[src/rtl/hs_pkg.sv]
package hs_pkg;
  parameter int HS_ADDR_W = 16;
  parameter int HS_DATA_W = 16;
  parameter int HS_INFO_W = HS_ADDR_W + HS_DATA_W + 2;
  parameter int HS_CHK_W  = 7;
  parameter int HS_CW_W   = HS_INFO_W + HS_CHK_W;
  parameter int HS_POS_W  = $clog2(HS_CW_W);

  function automatic int hs_pop(input logic [HS_CHK_W-1:0] v);
    int n;
    n = 0;
    for (int b = 0; b < HS_CHK_W; b++) n += int'(v[b]);
    return n;
  endfunction

  // idx-th weight-3 value in ascending numeric order
  function automatic logic [HS_CHK_W-1:0] hs_info_col(input int idx);
    int seen;
    logic [HS_CHK_W-1:0] res;
    seen = 0;
    res  = '0;
    for (int v = 0; v < (1 << HS_CHK_W); v++) begin
      if (hs_pop(HS_CHK_W'(v)) == 3) begin
        if (seen == idx) res = HS_CHK_W'(v);
        seen++;
      end
    end
    return res;
  endfunction

  // parity-check column of codeword position p
  function automatic logic [HS_CHK_W-1:0] hs_col(input int p);
    if (p < HS_INFO_W) return hs_info_col(p);
    return HS_CHK_W'(1) << (p - HS_INFO_W);
  endfunction

  // information bits covered by check row j
  function automatic logic [HS_INFO_W-1:0] hs_row_mask(input int j);
    logic [HS_INFO_W-1:0] m;
    logic [HS_CHK_W-1:0] c;
    m = '0;
    for (int i = 0; i < HS_INFO_W; i++) begin
      c = hs_info_col(i);
      m[i] = c[j];
    end
    return m;
  endfunction
endpackage

[src/rtl/hs_enc.sv]
module hs_enc
  import hs_pkg::*;
#(
  parameter int INFO_W = HS_INFO_W,
  parameter int CHK_W  = HS_CHK_W
) (
  input  logic [INFO_W-1:0] info,
  output logic [CHK_W-1:0]  chk
);
  for (genvar j = 0; j < CHK_W; j++) begin : g_row
    localparam logic [INFO_W-1:0] ROW_MASK = hs_row_mask(j);
    assign chk[j] = ^(info & ROW_MASK);
  end
endmodule

[src/rtl/hs_dec.sv]
module hs_dec
  import hs_pkg::*;
#(
  parameter int INFO_W = HS_INFO_W,
  parameter int CHK_W  = HS_CHK_W,
  parameter int CW_W   = INFO_W + CHK_W,
  parameter int POS_W  = $clog2(CW_W)
) (
  input  logic [CW_W-1:0]   word,
  output logic [CHK_W-1:0]  syn,
  output logic [INFO_W-1:0] info,
  output logic              fix,
  output logic              unc,
  output logic [POS_W-1:0]  pos
);
  logic [CHK_W-1:0] regen;
  logic [CW_W-1:0]  hit;
  logic [CW_W-1:0]  fixed_word;

  hs_enc #(.INFO_W(INFO_W), .CHK_W(CHK_W)) regen_i (
    .info (word[INFO_W-1:0]),
    .chk  (regen)
  );

  assign syn = regen ^ word[CW_W-1:INFO_W];

  for (genvar p = 0; p < CW_W; p++) begin : g_match
    localparam logic [CHK_W-1:0] COL = hs_col(p);
    assign hit[p] = (syn == COL);
  end

  always_comb begin
    pos = '0;
    for (int p = 0; p < CW_W; p++)
      if (hit[p]) pos = POS_W'(p);
  end

  assign fix        = |hit;
  assign unc        = (syn != '0) && !fix;
  assign fixed_word = word ^ hit;
  assign info       = fixed_word[INFO_W-1:0];
endmodule

[src/rtl/hs_row_codec.sv]
module hs_row_codec
  import hs_pkg::*;
#(
  parameter bit REG_OUT = 1'b1
) (
  input  logic                 clk,
  input  logic                 rst_n,
  input  logic [HS_ADDR_W-1:0] enc_addr,
  input  logic [HS_DATA_W-1:0] enc_data,
  input  logic                 enc_wr,
  input  logic                 enc_val,
  output logic [HS_CHK_W-1:0]  enc_chk,
  input  logic [HS_CW_W-1:0]   dec_word,
  output logic [HS_INFO_W-1:0] dec_info,
  output logic                 dec_fix,
  output logic                 dec_unc,
  output logic [HS_POS_W-1:0]  dec_pos
);
  logic [HS_INFO_W-1:0] enc_info;
  logic [HS_CHK_W-1:0]  dec_syn;
  logic [HS_INFO_W-1:0] c_info;
  logic                 c_fix;
  logic                 c_unc;
  logic [HS_POS_W-1:0]  c_pos;

  assign enc_info = {enc_val, enc_wr, enc_addr, enc_data};

  hs_enc enc_i (.info(enc_info), .chk(enc_chk));

  hs_dec dec_i (
    .word (dec_word),
    .syn  (dec_syn),
    .info (c_info),
    .fix  (c_fix),
    .unc  (c_unc),
    .pos  (c_pos)
  );

  if (REG_OUT) begin : g_reg
    always_ff @(posedge clk) begin
      if (!rst_n) begin
        dec_info <= '0;
        dec_fix  <= 1'b0;
        dec_unc  <= 1'b0;
        dec_pos  <= '0;
      end else begin
        dec_info <= c_info;
        dec_fix  <= c_fix;
        dec_unc  <= c_unc;
        dec_pos  <= c_pos;
      end
    end
  end else begin : g_comb
    assign dec_info = c_info;
    assign dec_fix  = c_fix;
    assign dec_unc  = c_unc;
    assign dec_pos  = c_pos;
  end
endmodule


[config.mk]
export PLATFORM = sky130hd
export DESIGN_NAME = hs_row_codec
export DESIGN_NICKNAME = d
export VERILOG_FILES = /design/src/rtl/hs_pkg.sv /design/src/rtl/hs_enc.sv /design/src/rtl/hs_dec.sv /design/src/rtl/hs_row_codec.sv
export SDC_FILE = /design/constraint.sdc
export NUM_CORES = 1
export LEC_CHECK = 0
export ABC_AREA = 0
export BUFFER_PORTS_ARGS = -buffer_cell sky130_fd_sc_hd__buf_4
export CAP_MARGIN = 5
export CORE_MARGIN = 2
export CORE_UTILIZATION = 52
export DETAILED_ROUTE_END_ITERATION = 12
export MAX_ROUTING_LAYER = met4
export PLACE_DENSITY_LB_ADDON = 0.3
export SYNTH_ARGS = -nofsm -noshare
export SYNTH_HDL_FRONTEND = slang
export SYNTH_SLANG_ARGS = --single-unit
[constraint.sdc]
create_clock -name clk -period 2.9 [get_ports clk]
set_input_delay 0.145 -clock clk [delete_from_list [all_inputs] [get_ports clk]]
set_output_delay 0.145 -clock clk [all_outputs]
set_load 0.005 [all_outputs]
# Word level (Yosys, flattened, before mapping)
# Cells that the tools add are included.
op_classes:
  reduce_logical: 20
  n_mux: 40
  shifts: 0
  magnitude_cmp: 0
  mul: 0
  addsub: 0
  n_eq_ne: 41
  bitwise: 3
  n_div: 0
op_table:
  columns: ["op", "n"]
  rows:
  - ["parity 34 bit", 14]
  - ["equality test 7 bit (second input constant)", 15]
  - ["2-to-1 mux 5 bit", 16]
  - ["equality test 7 x 6 -> 1 bit (second input constant)", 11]
  - ["2-to-1 mux 6 bit", 9]
  - ["equality test 7 x 5 -> 1 bit (second input constant)", 7]
  - ["OR reduction 41 bit", 1]
  - ["bitwise XOR 34 bit", 1]
  - ["2-to-1 mux 4 bit", 8]
  - ["equality test 7 x 4 -> 1 bit (second input constant)", 4]
  - ["equality test 7 x 3 -> 1 bit (second input constant)", 2]
  - ["2-to-1 mux 3 bit", 4]
  - ["OR reduction 10 bit", 1]
  - ["equality test 7 x 1 -> 1 bit (second input constant)", 1]
  - ["equality test 7 x 2 -> 1 bit (second input constant)", 1]
  - ["nonzero test 7 bit", 1]
  - ["bitwise XOR 7 bit", 1]
  - ["2-to-1 mux 2 bit", 2]
  - ["OR reduction 2 bit", 1]
  - ["logical AND 1 bit", 1]
  - ["logical NOT 1 bit", 1]
  - ["2-to-1 mux 1 bit", 1]
  - ["NOT 1 bit", 1]
word_totals:
  mem_count: 0
  ram_bits: 0
  inputBits: 77
  latch_bits: 0
  wordCells: 110
  regBits: 42
  rom_bits: 0

# Logic depth before layout (Yosys ltp)
# Gate-level depths: netlist of run 1.
logic_depth:
  ltp_word: 43
  ltp_mapped: 11
  mapped_depth_nobuf: 9

# By module
# From an unflattened synthesis of run 1, not the netlist that was laid out.
unflattened:
  hier_cells: 398
  hier_area_um2: 3933.8
by_module_without_submodules:
  columns: ["module", "area_each_um2", "cells_each", "instances", "seq_area_each_um2"]
  rows:
  - ["hs_enc", 726.9, 56, 2, 0.0]
  - ["hs_dec", 1303.8, 198, 1, 0.0]
  - ["hs_row_codec", 1176.1, 88, 1, 840.8]

# Worst setup path before layout of run 1
# Ideal clock, no wire load.
synth_timing:
  path_kind: "in2reg"
  from: "in dec_word[20]"
  to: "reg dec_fix"
  setup_slack_ns: 0.255
  cell_stages: 8
  required_time_ns: 2.785
  arrival_ns: 2.530
  path_cell_list: "xnor3_2 xnor2_2 xnor3_2 xnor2_1 o32ai_1 a21o_1 or4_4 o21a_1"
synth_via:
  elab_chain_len: 4
synth_rtl:
  columns: ["item", "line_no", "source"]
  rows:
  - ["start: declaration", "hs_row_codec.sv:13", "input logic [HS_CW_W-1:0] dec_word,"]
  - ["parity 34 bit", "hs_enc.sv:12", "assign chk[j] = ^(info & ROW_MASK);"]
  - ["bitwise XOR 7 bit *", "hs_dec.sv:25", "assign syn = regen ^ word[CW_W-1:INFO_W];"]
  - ["equality test 7 x 3 -> 1 bit, or another cell as far along", "hs_dec.sv:29", "assign hit[p] = (syn == COL);"]
  - ["OR reduction 41 bit *", "hs_dec.sv:38", "assign fix = |hit;"]
  - ["end signal: assignment", "hs_row_codec.sv:48", "dec_fix <= c_fix;"]
  - ["end: declaration", "hs_row_codec.sv:15", "output logic dec_fix,"]
# Mark *: on every way between the ends. The rest lies on a longest branch, timed or not.
# A chain may end at the register's enable or synchronous reset.

# Worst setup path in the final report of run 1
layout_timing:
  from: "in dec_word[11]"
  to: "reg dec_fix"
# Same word-level chain as after synthesis.

==> results of run 1 <==
-- where the power goes --
group / internal, mW / total, mW / leakage, nW / switching [mW]
registers: 0.655 / 0.673 / 0.349 / 0.0182
clock network: 0.163 / 0.382 / 0.0438 / 0.220
logic: 2.13 / 4.46 / 1.99 / 2.33
total: 2.95 / 5.51 / 2.38 / 2.57
-- routing by layer --
metal  vias up  wire length, µm  global-route usage, %  part of all wire [%]
met1      1889             5069                  37.91                    39
met4         0              501                  15.15                   3.9
li1       1910                -                      -                     -
met2       243             6533                  54.94                    50
met5         -                0                      -                     0
met3        44              902                  4.564                   6.9
-- through the flow --
| step | setup WS [ps] | cell area (µm²) | power (mW) | hold slack (ps) |
|---|---|---|---|---|
| CTS | 295.7 | 5574 | 5.429 | 147.8 |
| floorplan | 255.4 | 3930 | 3.109 | 300.7 |
| global route | 68.97 | 5574 | 5.827 | 161.0 |
| global placement | 24.11 | 5495 | 5.039 | 449.1 |
| detailed placement | 18.92 | 5495 | 5.028 | 455.4 |
| finish | 255.3 | 5574 | 5.514 | 148.2 |
-- flip-flops by register name, indices dropped and copies added, names as in the netlist --
signal / count
dec_pos: 6
dec_fix: 1
dec_unc: 1
dec_info: 34
-- layout make-up --
cell class	instances	area [µm²]	share of cell area [%]
multi-input combinational	372	2993	53.69
timing repair buffer	201	1534	27.52
sequential	42	840.8	15.08
tap	99	123.9	2.222
clock buffer	5	68.82	1.235
clock inverter	2	10.01	0.1796
inverter	1	3.754	0.06734
-- final timing paths --
| path | slack, ps | depth (start not counted) | from | to |
|---|---|---|---|---|
| hold / removal | 150 | 3 | dec_word[6] | dec_info[6] |
| setup / recovery | 260 | 14 | dec_word[11] | dec_fix |
-- cell usage in the layout, fill, tap and decap left out, drive strengths merged, types with 2 or more instances in the layout --
master and n:
o32ai 4, nand4 7, nor2 13, nand3 9
clkbuf 5, mux2i 4, a21oi 6, nor4 4
buf 201, xor3 2, o21ai 36, a211o 2
xor2 24, o31ai 4, a21boi 28, dfxtp 42
nand2 19, a31oi 5, xnor2 121, o21a 3
nor3 11, and2 6, xnor3 13, o22ai 3
clkinv 2, or3 32
-- logic make-up after synthesis --
family	Yosys count
buffers and inverters	19
AOI/OAI and AO/OA	102
DFF	42
and+or+nand+nor	105
muxes	5
xor gates and xnor gates	160
==> summary by stage, run 1 <==
Status
The run finished with clean final reports.

Critical path
The kind of cell with the highest combined delay along the critical path is XOR/XNOR gates. The signal arrival time at the worst endpoint is 2890 ps. The category of the worst setup path launch point is a primary input.

At the worst endpoint, the required time is 3150 ps. Among the stages of the critical path, the cell type that occurs most often is sky130_fd_sc_hd__buf_4. Walking the worst path, the cells encountered are buf_4, buf_4, xor2_1, xnor2_1, xnor2_1, xor2_1, buf_4, nand2_1, buf_4, o31ai_1, nor4bb_1, buf_4, a211o_1, o21a_1. The number of buffer and inverter stages on the critical path is 5.

Of all nets on the critical path, the largest fanout is 11. The worst setup path is captured at a flip-flop. The kind of critical path is in2reg.

For this run, the slowest stage of the critical path takes 340 ps. The critical-path cell with the highest stage delay is sky130_fd_sc_hd__xnor2_1.

Synth
After synthesis, the mean cell area works out to 9.076 µm². Of the total synthesized cell area, the portion taken by full adders, half adders and majority gates is 0%. Sequential elements use 21.39% of the synthesized area.

In the synthesized netlist, mux cells make up 1.305% of the area. After technology mapping, the gate count stands at 433. In the synthesized netlist the dominant register cell turns out to be sky130_fd_sc_hd__dfxtp_1.

The cell area after synthesis is 3930 µm². The number of nets handed over by synthesis was 510. Summing the areas of all and, or, nand and nor instances in the mapped netlist gives 15.03% of the synthesized area. The most common cell in the synthesized netlist is sky130_fd_sc_hd__xnor2_1.

After synthesis, the largest family of logic cells by area is XOR/XNOR gates. The number of synthesis warnings is 0. In the synthesized netlist, the cells that appear most often are 114 x sky130_fd_sc_hd__xnor2_1, 42 x sky130_fd_sc_hd__dfxtp_1, 34 x sky130_fd_sc_hd__o21ai_0, 31 x sky130_fd_sc_hd__or3_1, 24 x sky130_fd_sc_hd__xor2_1. Summed over all instances, the cell type with the most area after synthesis is sky130_fd_sc_hd__xnor2_1. The share of the synthesized area in compound gates (AO/OA/AOI/OAI) is 17.10%.

Summing the areas of all xor and xnor instances in the mapped netlist gives 42.73% of the synthesized area. After synthesis, the largest area contributor takes up 25.41% of total cell area. Counting flops with an async set or reset pin after synthesis yields a share of 0%. Synthesis inferred 42 register bits. The count of unique library cells instantiated by Yosys is 54. In the post-synthesis netlist, the biggest area contributors are sky130_fd_sc_hd__xnor2_1 25%, sky130_fd_sc_hd__dfxtp_1 21%, sky130_fd_sc_hd__xor2_1 5.3%. Yosys mapped a number of flops with a built-in enable equal to 0.

STA
For the final routed database, the setup TNS stands at 0 ps. The total count of hold-check failures in the final report was 0. The pin slew with the least headroom to its limit is 500.4 ps. The headroom to the max-slew limit is 66.40%. The smallest clock period supported by the final layout is computed as 2645 ps.

Setup violations remaining at the end of the flow were counted as 0. Setup repair after global routing left no endpoint under its margin. The final count of pins violating max slew was 0.

Based on the critical path, the design can be clocked at up to 378.1 MHz. In the finished design, the share of the clock period the worst path needs comes to 91.20%.

Cells and area
0 antenna diodes ended up in the layout. The number of cells in the finished layout apart from fillers is 722. Compared with the post-synthesis result, the final layout area differs by 41.83%.

The share of post-route cells with drive strength above 1 is 36.44%. After filler insertion, the fill cell instance count of the layout stands at 509. The net count of the finished layout is 700. Measured on the finished design, the core utilization comes to 76.44%.

Global route
The global-route wire length before repair is 20,730 µm. The maximum number of pins on one net before global-route repair is 40. The overall overflow remaining after global route is 0. Across every metal layer, demand over resource in global routing totals 32.39%. The via count of the first global-routing pass is 4,236. The number of antenna violations at the first check in global routing is 0.

Routing
The average via count per standard cell is 5.659. The violation count after the first detailed-routing iteration is 235. The first detailed-routing pass took 6 iterations.

Dividing the detail-routed wire length by the instance count gives 18.02 µm. The final layout contains routed wiring with a total length of 13,010 µm. The remaining design rule violation count is 0.

The post-route antenna net violation count is 0. Summing over every cut layer, the via total after detailed routing is 4,086.

Clocking
The cts-stage hold buffer count is 0. Clock-pin slew was measured on the worst setup and hold paths at 90 ps. The TritonCTS clock tree is built.

The number of H-tree levels is 2. Counting the buffers created by CTS gives 5. The CTS root buffer is sky130_fd_sc_hd__clkbuf_8. The clock net in this run drives a total of 42 sinks. The post-CTS setup buffer count is 0. The maximum root-to-sink buffer count is 2. The number of gates resized after CTS was 0.

Placed design
The number of cells after detailed placement is 715. Once detailed placement completed, the half-perimeter wirelength came to 10,740 µm. The number of buffers added on ports is 125. The congestion estimate from routability-driven global placement came to 0.9607.

Floorplanning
The die boundary height is 90.94 µm. The I/O pin count is 126. For this configuration, the core starts out at a cell density of 53.89%.

The die covers 8269 µm². The die is 90.94 µm wide. The area of the core is 7292 µm². The row count is 31.

Power
IR analysis of the VDD net gives a maximum drop of 0.6245 mV. The leakage power figure is 2.383 nW. The power density over cell area is 989.2 nW/µm².

Job
The count of maximum capacitance violations is 0.

Hold path
The min-delay analysis places its worst path in the category in2reg.
No activity file was read; power rests on OpenSTA's default activity.
==> run 2, diff against run 1 <==
- SETUP_SLACK_MARGIN: default -> 0.5
==> summary by stage, run 2 (same netlist as run 1, synthesis figures left out) <==
Routing
The uppermost layer routed is met4. The number of detailed-route iterations in the first pass is 4. The total met2 wirelength after detailed routing is 7211 µm. The average routed wire per standard cell is 19.52 µm.

The average via count per standard cell is 5.839. The detailed router finished its first iteration with 274 violations. The post-route antenna net violation count is 0. The overall via count from detail_route is 4,175. The routed wire length on met3 is 981 µm. The length of routed wiring on met1 is 5324 µm. The remaining design rule violation count is 0. The final wirelength is 13,960 µm.

Floorplanning
The horizontal extent of the die is 90.94 µm. The area of the core is 7292 µm². The row count is 31. For this configuration, the core starts out at a cell density of 53.89%. Pin placement for this block handled 126 I/O pins.

The die covers 8269 µm². The die boundary height is 90.94 µm.

Critical path
The cell family contributing the most delay on the critical path is XOR/XNOR gates. The number of buffer and inverter stages on the critical path is 4. By startpoint and endpoint, the worst setup path is classified as in2reg. The worst setup path is captured at a flip-flop.

The signal arrival time at the worst endpoint is 2810 ps. In this run the worst path has a maximum fanout of 5. Traced cell by cell, the critical path runs through buf_8, xnor2_4, xnor2_1, xnor3_2, buf_12, xnor2_4, xnor2_2, buf_4, o221ai_2, nor4bb_4, buf_4, a211o_1, o21a_1.

The start point of the critical path is dec_word[36]. The required time of the critical path is 3110 ps. For this run, the slowest stage of the critical path takes 500 ps. The critical-path cell with the highest stage delay is sky130_fd_sc_hd__xnor3_2.

The category of the worst setup path launch point is a primary input.

STA
Setup repair after global routing could not meet its margin everywhere. The number of failing setup endpoints in the final timing report is 0. For the finished layout, the period the worst path requires is 2597 ps. The headroom to the max-slew limit is 65.01%. The worst hold margin is 131.1 ps.

The pin slew with the least headroom to its limit is 521.2 ps. After layout, the worst path uses 89.55% of the clock period. The total count of hold-check failures in the final report is 0.

The final count of pins violating max slew was 0. The fmax is 385.1 MHz.

Cells and area
The share of post-route cells with drive strength above 1 is 43.02%. For this run, the number of standard cells in the final layout without fillers is 715. Leaving out fill and tap cells, the most frequent cells in the layout are 177 x sky130_fd_sc_hd__buf_4, 94 x sky130_fd_sc_hd__xnor2_1, 42 x sky130_fd_sc_hd__dfxtp_1.

The register with the most flip-flops in the layout has 34 of them. The final core utilization is 82.57%. Summing all flip-flop and latch instances after layout gives 840.8 µm². The commonest non-fill, non-tap cell in the layout is sky130_fd_sc_hd__buf_4. After the last flow step, the layout net total stands at 692. Relative to the synthesized area, the layout overhead comes to 53.20%.

The largest registers in the layout are dec_info (34), dec_pos (6). The area used by multi-input combinational logic is 3417 µm². The register with the most flip-flops is dec_info. The number of antenna repair diodes is 0. The filler cell count in the final layout is 445.

Clocking
The TritonCTS sink count is 42. TritonCTS built the clock tree. The number of buffers created by CTS is 5.

The maximum root-to-sink buffer count is 2. The CTS root buffer is sky130_fd_sc_hd__clkbuf_8. The number of H-tree levels is 2. Clock-pin slew was measured on the worst setup and hold paths at 90 ps.

Power
The analysis attributes to cell leakage a power of 2.528 nW. The power density over cell area is 993.2 nW/µm². VDD sags by at most 0.6581 mV.

Hold path
The path class of the tightest hold or removal check is in2reg. In this run the most critical hold path is launched from dec_word[2].

Global route
The first global-routing pass estimated 20,620 µm of wire. The number of antenna violations at the first check in global routing is 0. Global routing used 32.14% of the available tracks across all layers.

The maximum number of pins on one net before global-route repair is 40. The via count of the first global-routing pass was 4,037. The overall overflow remaining after global route is 0.

Placed design
The number of cells after detailed placement is 698. The last weighted congestion value of the routability-driven placer is 1.015. The number of buffers added on ports is 125. The placed wire-length estimate after detailed placement is 10,160 µm.

Job
The count of maximum capacitance violations is 0.

Status
The run finished with clean final reports.
## run 2: cell types whose count changed in the layout (fill, tap and decap cells not counted), sizes merged
cell      change
clkinv        -1
clkbuf        +1
buf           -9
xnor2         +1
clkinvlp      +1
## run 2: power breakdown
| part | internal [mW] | switching [mW] | total, mW |
|---|---|---|---|
| combinational | 2.33 | 2.55 | 4.88 |
| sequential | 0.655 | 0.0220 | 0.677 |
| clock | 0.192 | 0.229 | 0.421 |
## run 2: path summary, 6_finish.rpt
path / to / slack (ps) / depth (start not counted)
worst max-delay path: dec_fix / 300 / 13
worst min-delay path: dec_info[2] / 130 / 3
## run 2: area by class of cell
class                           instances  area share [%]
Clock inverter                          2          0.2078
Inverter                                1         0.06234
Clock buffer                            6           1.372
Sequential cell                        42           13.97
Tap cell                               99           2.057
Timing Repair Buffer                  192           25.58
Multi-Input combinational cell        373           56.75
## run 2: through the flow
step / TNS [ps] / power [mW] / setup slack (ps) / area [µm²]
after global routing: 0 / 6.258 / 261.5 / 6021
after floorplan: 0 / 3.223 / 376.5 / 4075
after detailed placement: 0 / 4.869 / 31.25 / 5519
after global placement: -21.48 / 4.844 / -21.48 / 5519
final: 0 / 5.980 / 303.1 / 6021
after CTS: 0 / 5.540 / 370.7 / 5766
## run 2: repair_timing
action / 4_1_cts / 5_1_grt
buffers inserted: 3 / 5
gates resized for setup: 20 / 34
hold buffers: 0 / 0
pin swaps: 13 / 16
cloned: 0 / 1
setup endpoints to repair: 9 / 34
## run 2: metal layers
metal,vias to the layer above,GRT usage (%)
met1,1989,39.12
met4,0,12.50
li1,1893,-
met5,-,-
met3,47,3.651
met2,246,54.69
==> run 3, diff against run 2 <==
- CORE_UTILIZATION: 52 -> 53
- CTS_BUF_LIST: default -> sky130_fd_sc_hd__clkbuf_4 sky130_fd_sc_hd__clkbuf_8
==> summary by stage, run 3 (same netlist as run 1, synthesis figures left out) <==
Status
The flow ran to the end, and the final reports show no timing, DRC or antenna violations.

Floorplanning
In this run the horizontal extent of the chip is 90.11 µm. The die boundary height is 90.11 µm. The core region is 7214 µm². The floorplan has 31 rows. The I/O pin count is 126. The die area is 8120 µm².

The initial core utilization is 54.47%.

Cells and area
The register with the most flip-flops is dec_info. Once layout is complete, the cells apart from fillers number 741. Leaving out fill and tap cells, the most frequent cell in the layout is sky130_fd_sc_hd__buf_4. After routing the design area is 6335 µm². In the final layout, the registers with the most flip-flops are dec_info (34), dec_pos (6).

The share of post-route cells with drive strength above 1 is 47.04%. Once layout is complete, the utilization of the core stands at 87.81%. The flip-flop count of the largest register, all copies and words added is 34. The net count of the finished layout is 718.

The filler cell count in the final layout is 337. The number of antenna repair diodes is 0. In the layout the commonest cells are 195 x sky130_fd_sc_hd__buf_4, 93 x sky130_fd_sc_hd__xnor2_1, 42 x sky130_fd_sc_hd__dfxtp_1.

The growth of design area from synthesis to finish is 61.19%.

STA
Once routing completed, OpenROAD measured the worst setup slack at 262.3 ps. The pin slew with the least headroom to its limit is 515.1 ps. The final critical path takes up 90.96% of the cycle. The total count of hold-check failures in the final report is 0.

The worst pin sits at a relative slew slack of 64.77%. For the finished layout, the period the worst path requires is 2638 ps. Setup violations remaining at the end of the flow were counted as 0. The fmax is 379.1 MHz. Setup repair after global routing could not meet its margin everywhere. The final count of pins violating max slew is 0.

Routing
In this run, the number of DRC markers left after iteration 0 of detailed routing was 429. The count of nets left with antenna violations once routing finished came out at 0. The final wirelength is 16,290 µm. Dividing the detail-routed wire length by the instance count gives 21.98 µm. The overall via count from detail_route is 4,513. For this run, design rule violations remaining after detail routing come to 0.

After detailed routing, the number of vias per cell comes to 6.090. For this run, the detailed router's first-pass iteration total came to 5.

Clocking
The longest clock path from root to sink contains 2 buffers. The cts-stage hold buffer count is 0. The H-tree was split into 2 levels. After clock tree synthesis, the clock-pin slew on the worst setup and hold paths is 90 ps. The TritonCTS sink count is 42. In this run, CTS created clock tree buffers numbering 5. Clock tree synthesis selected as its root buffer the cell sky130_fd_sc_hd__clkbuf_8. The TritonCTS clock tree is built.

Critical path
The critical-path cell with the highest stage delay is sky130_fd_sc_hd__xnor3_2. For the worst setup path, the data required time is 3110 ps. The largest single stage delay on the critical path is 580 ps.

The kind of critical path is in2reg. At the worst endpoint, the arrival time is 2850 ps. STA classifies the critical path startpoint as a primary input. Of all nets on the critical path, the largest fanout is 5. Grouping stages by cell kind, the critical path spends the most delay in XOR/XNOR gates. Traced cell by cell, the critical path runs through buf_6, buf_6, xnor3_2, xnor2_4, xnor3_2, xnor2_4, o32ai_1, a21o_1, or4_4, o21a_1. Together, buffers and inverters on the worst path number 2.

The capturing element type of the critical path is a flip-flop.

Global route
Global routing used 33.74% of the available tracks across all layers. For this run the aggregate overflow at the end of global routing stands at 0. The global routing usage on met3 is 5.784%. The routing usage on met1 is 39.98%. The fraction of met2 tracks used by global routing is 57.71%.

The via count of the first global-routing pass is 4,275. The maximum number of pins on one net before global-route repair is 40. The number of antenna violations at the first check in global routing is 0.

The global-route wire length before repair is 21,530 µm. The layer carrying the most global-route usage is met2.

Hold path
The path class of the tightest hold or removal check is in2reg.

Placed design
Counting tap cells, the placed design contains a total of 705 instances. The placed wire-length estimate after detailed placement is 10,280 µm. The setup slack after placement is -61.23 ps.

At the end of routability-driven placement, the weighted congestion stood at 0.9650. The placed instances occupy a cell area of 5572 µm². Input and output buffers added on the ports amount to 125.

Power
The cell-internal power is 3.607 mW. The leakage power figure is 2.695 nW. The peak supply drop is 0.7941 mV. The share of total power dissipated in combinational logic is 82.7%. Per report_power, the clock group accounts for 7.3% of the total.

The share of total power dissipated in sequential elements is 10.0%. In this run switching power makes up 46.87% of total power. The analysis attributes to net switching a power of 3.182 mW.

The power density over cell area is 1072 nW/µm².

Job
The count of maximum capacitance violations is 0.
==> run 3: cell count changes in the layout (fill, tap and decap cells not counted), moves of 3 or more <==
cell                       previous run  this run
sky130_fd_sc_hd__a21boi_0            20        15
sky130_fd_sc_hd__a21boi_1             8        12
sky130_fd_sc_hd__buf_4              177       195
sky130_fd_sc_hd__buf_6                9        17
sky130_fd_sc_hd__nand3_1              4         1
sky130_fd_sc_hd__nand3_4              0         3
==> run 3: repair_timing <==
action                     CTS  global route
buffers inserted             5            23
setup endpoints to repair   25            33
hold endpoints to repair     0             0
resized for setup           24            61
pin swaps                   14            33
==> run 3: area by class of cell <==
class	count	area, µm²	area share [%]
sequential	42	840.8	13.27
timing repair buffer	219	1775	28.03
clock inverter	3	40.04	0.6320
inverter	1	8.758	0.1383
multi-input combinational	372	3477	54.89
tap	99	123.9	1.955
clock buffer	5	68.82	1.086
==> run 3: worst paths after layout <==
check / end / startpoint / depth (start not counted)
setup / recovery: dec_fix / dec_word[22] / 10
hold / removal: dec_info[28] / dec_word[28] / 3
==> run 3: power groups by stage <==
stage | combinational [mW] | clock (mW) | sequential [mW]
2_1_floorplan | 2.53 | 0 | 0.696
3_3_place_gp | 4.23 | 0 | 0.688
4_1_cts | 4.49 | 0.490 | 0.676
6_report | 5.61 | 0.496 | 0.681
5_1_grt | 5.82 | 0.515 | 0.686
3_5_place_dp | 4.25 | 0 | 0.689
==> run 3: layer usage <==
layer	vias up	wire length, µm
met5	-	0
met4	0	746
met3	79	1602
met2	343	7966
met1	2144	5973
li1	1947	-
==> run 3: per-stage QoR <==
stage | setup TNS [ps] | hold WS, ps | power (mW)
2_1_floorplan | 0 | 300.7 | 3.223
3_3_place_gp | -264.7 | 446.4 | 4.917
3_5_place_dp | -117.7 | 454.8 | 4.934
4_1_cts | 0 | 134.7 | 5.656
5_1_grt | 0 | 152.9 | 7.016
6_report | 0 | 139.0 | 6.789
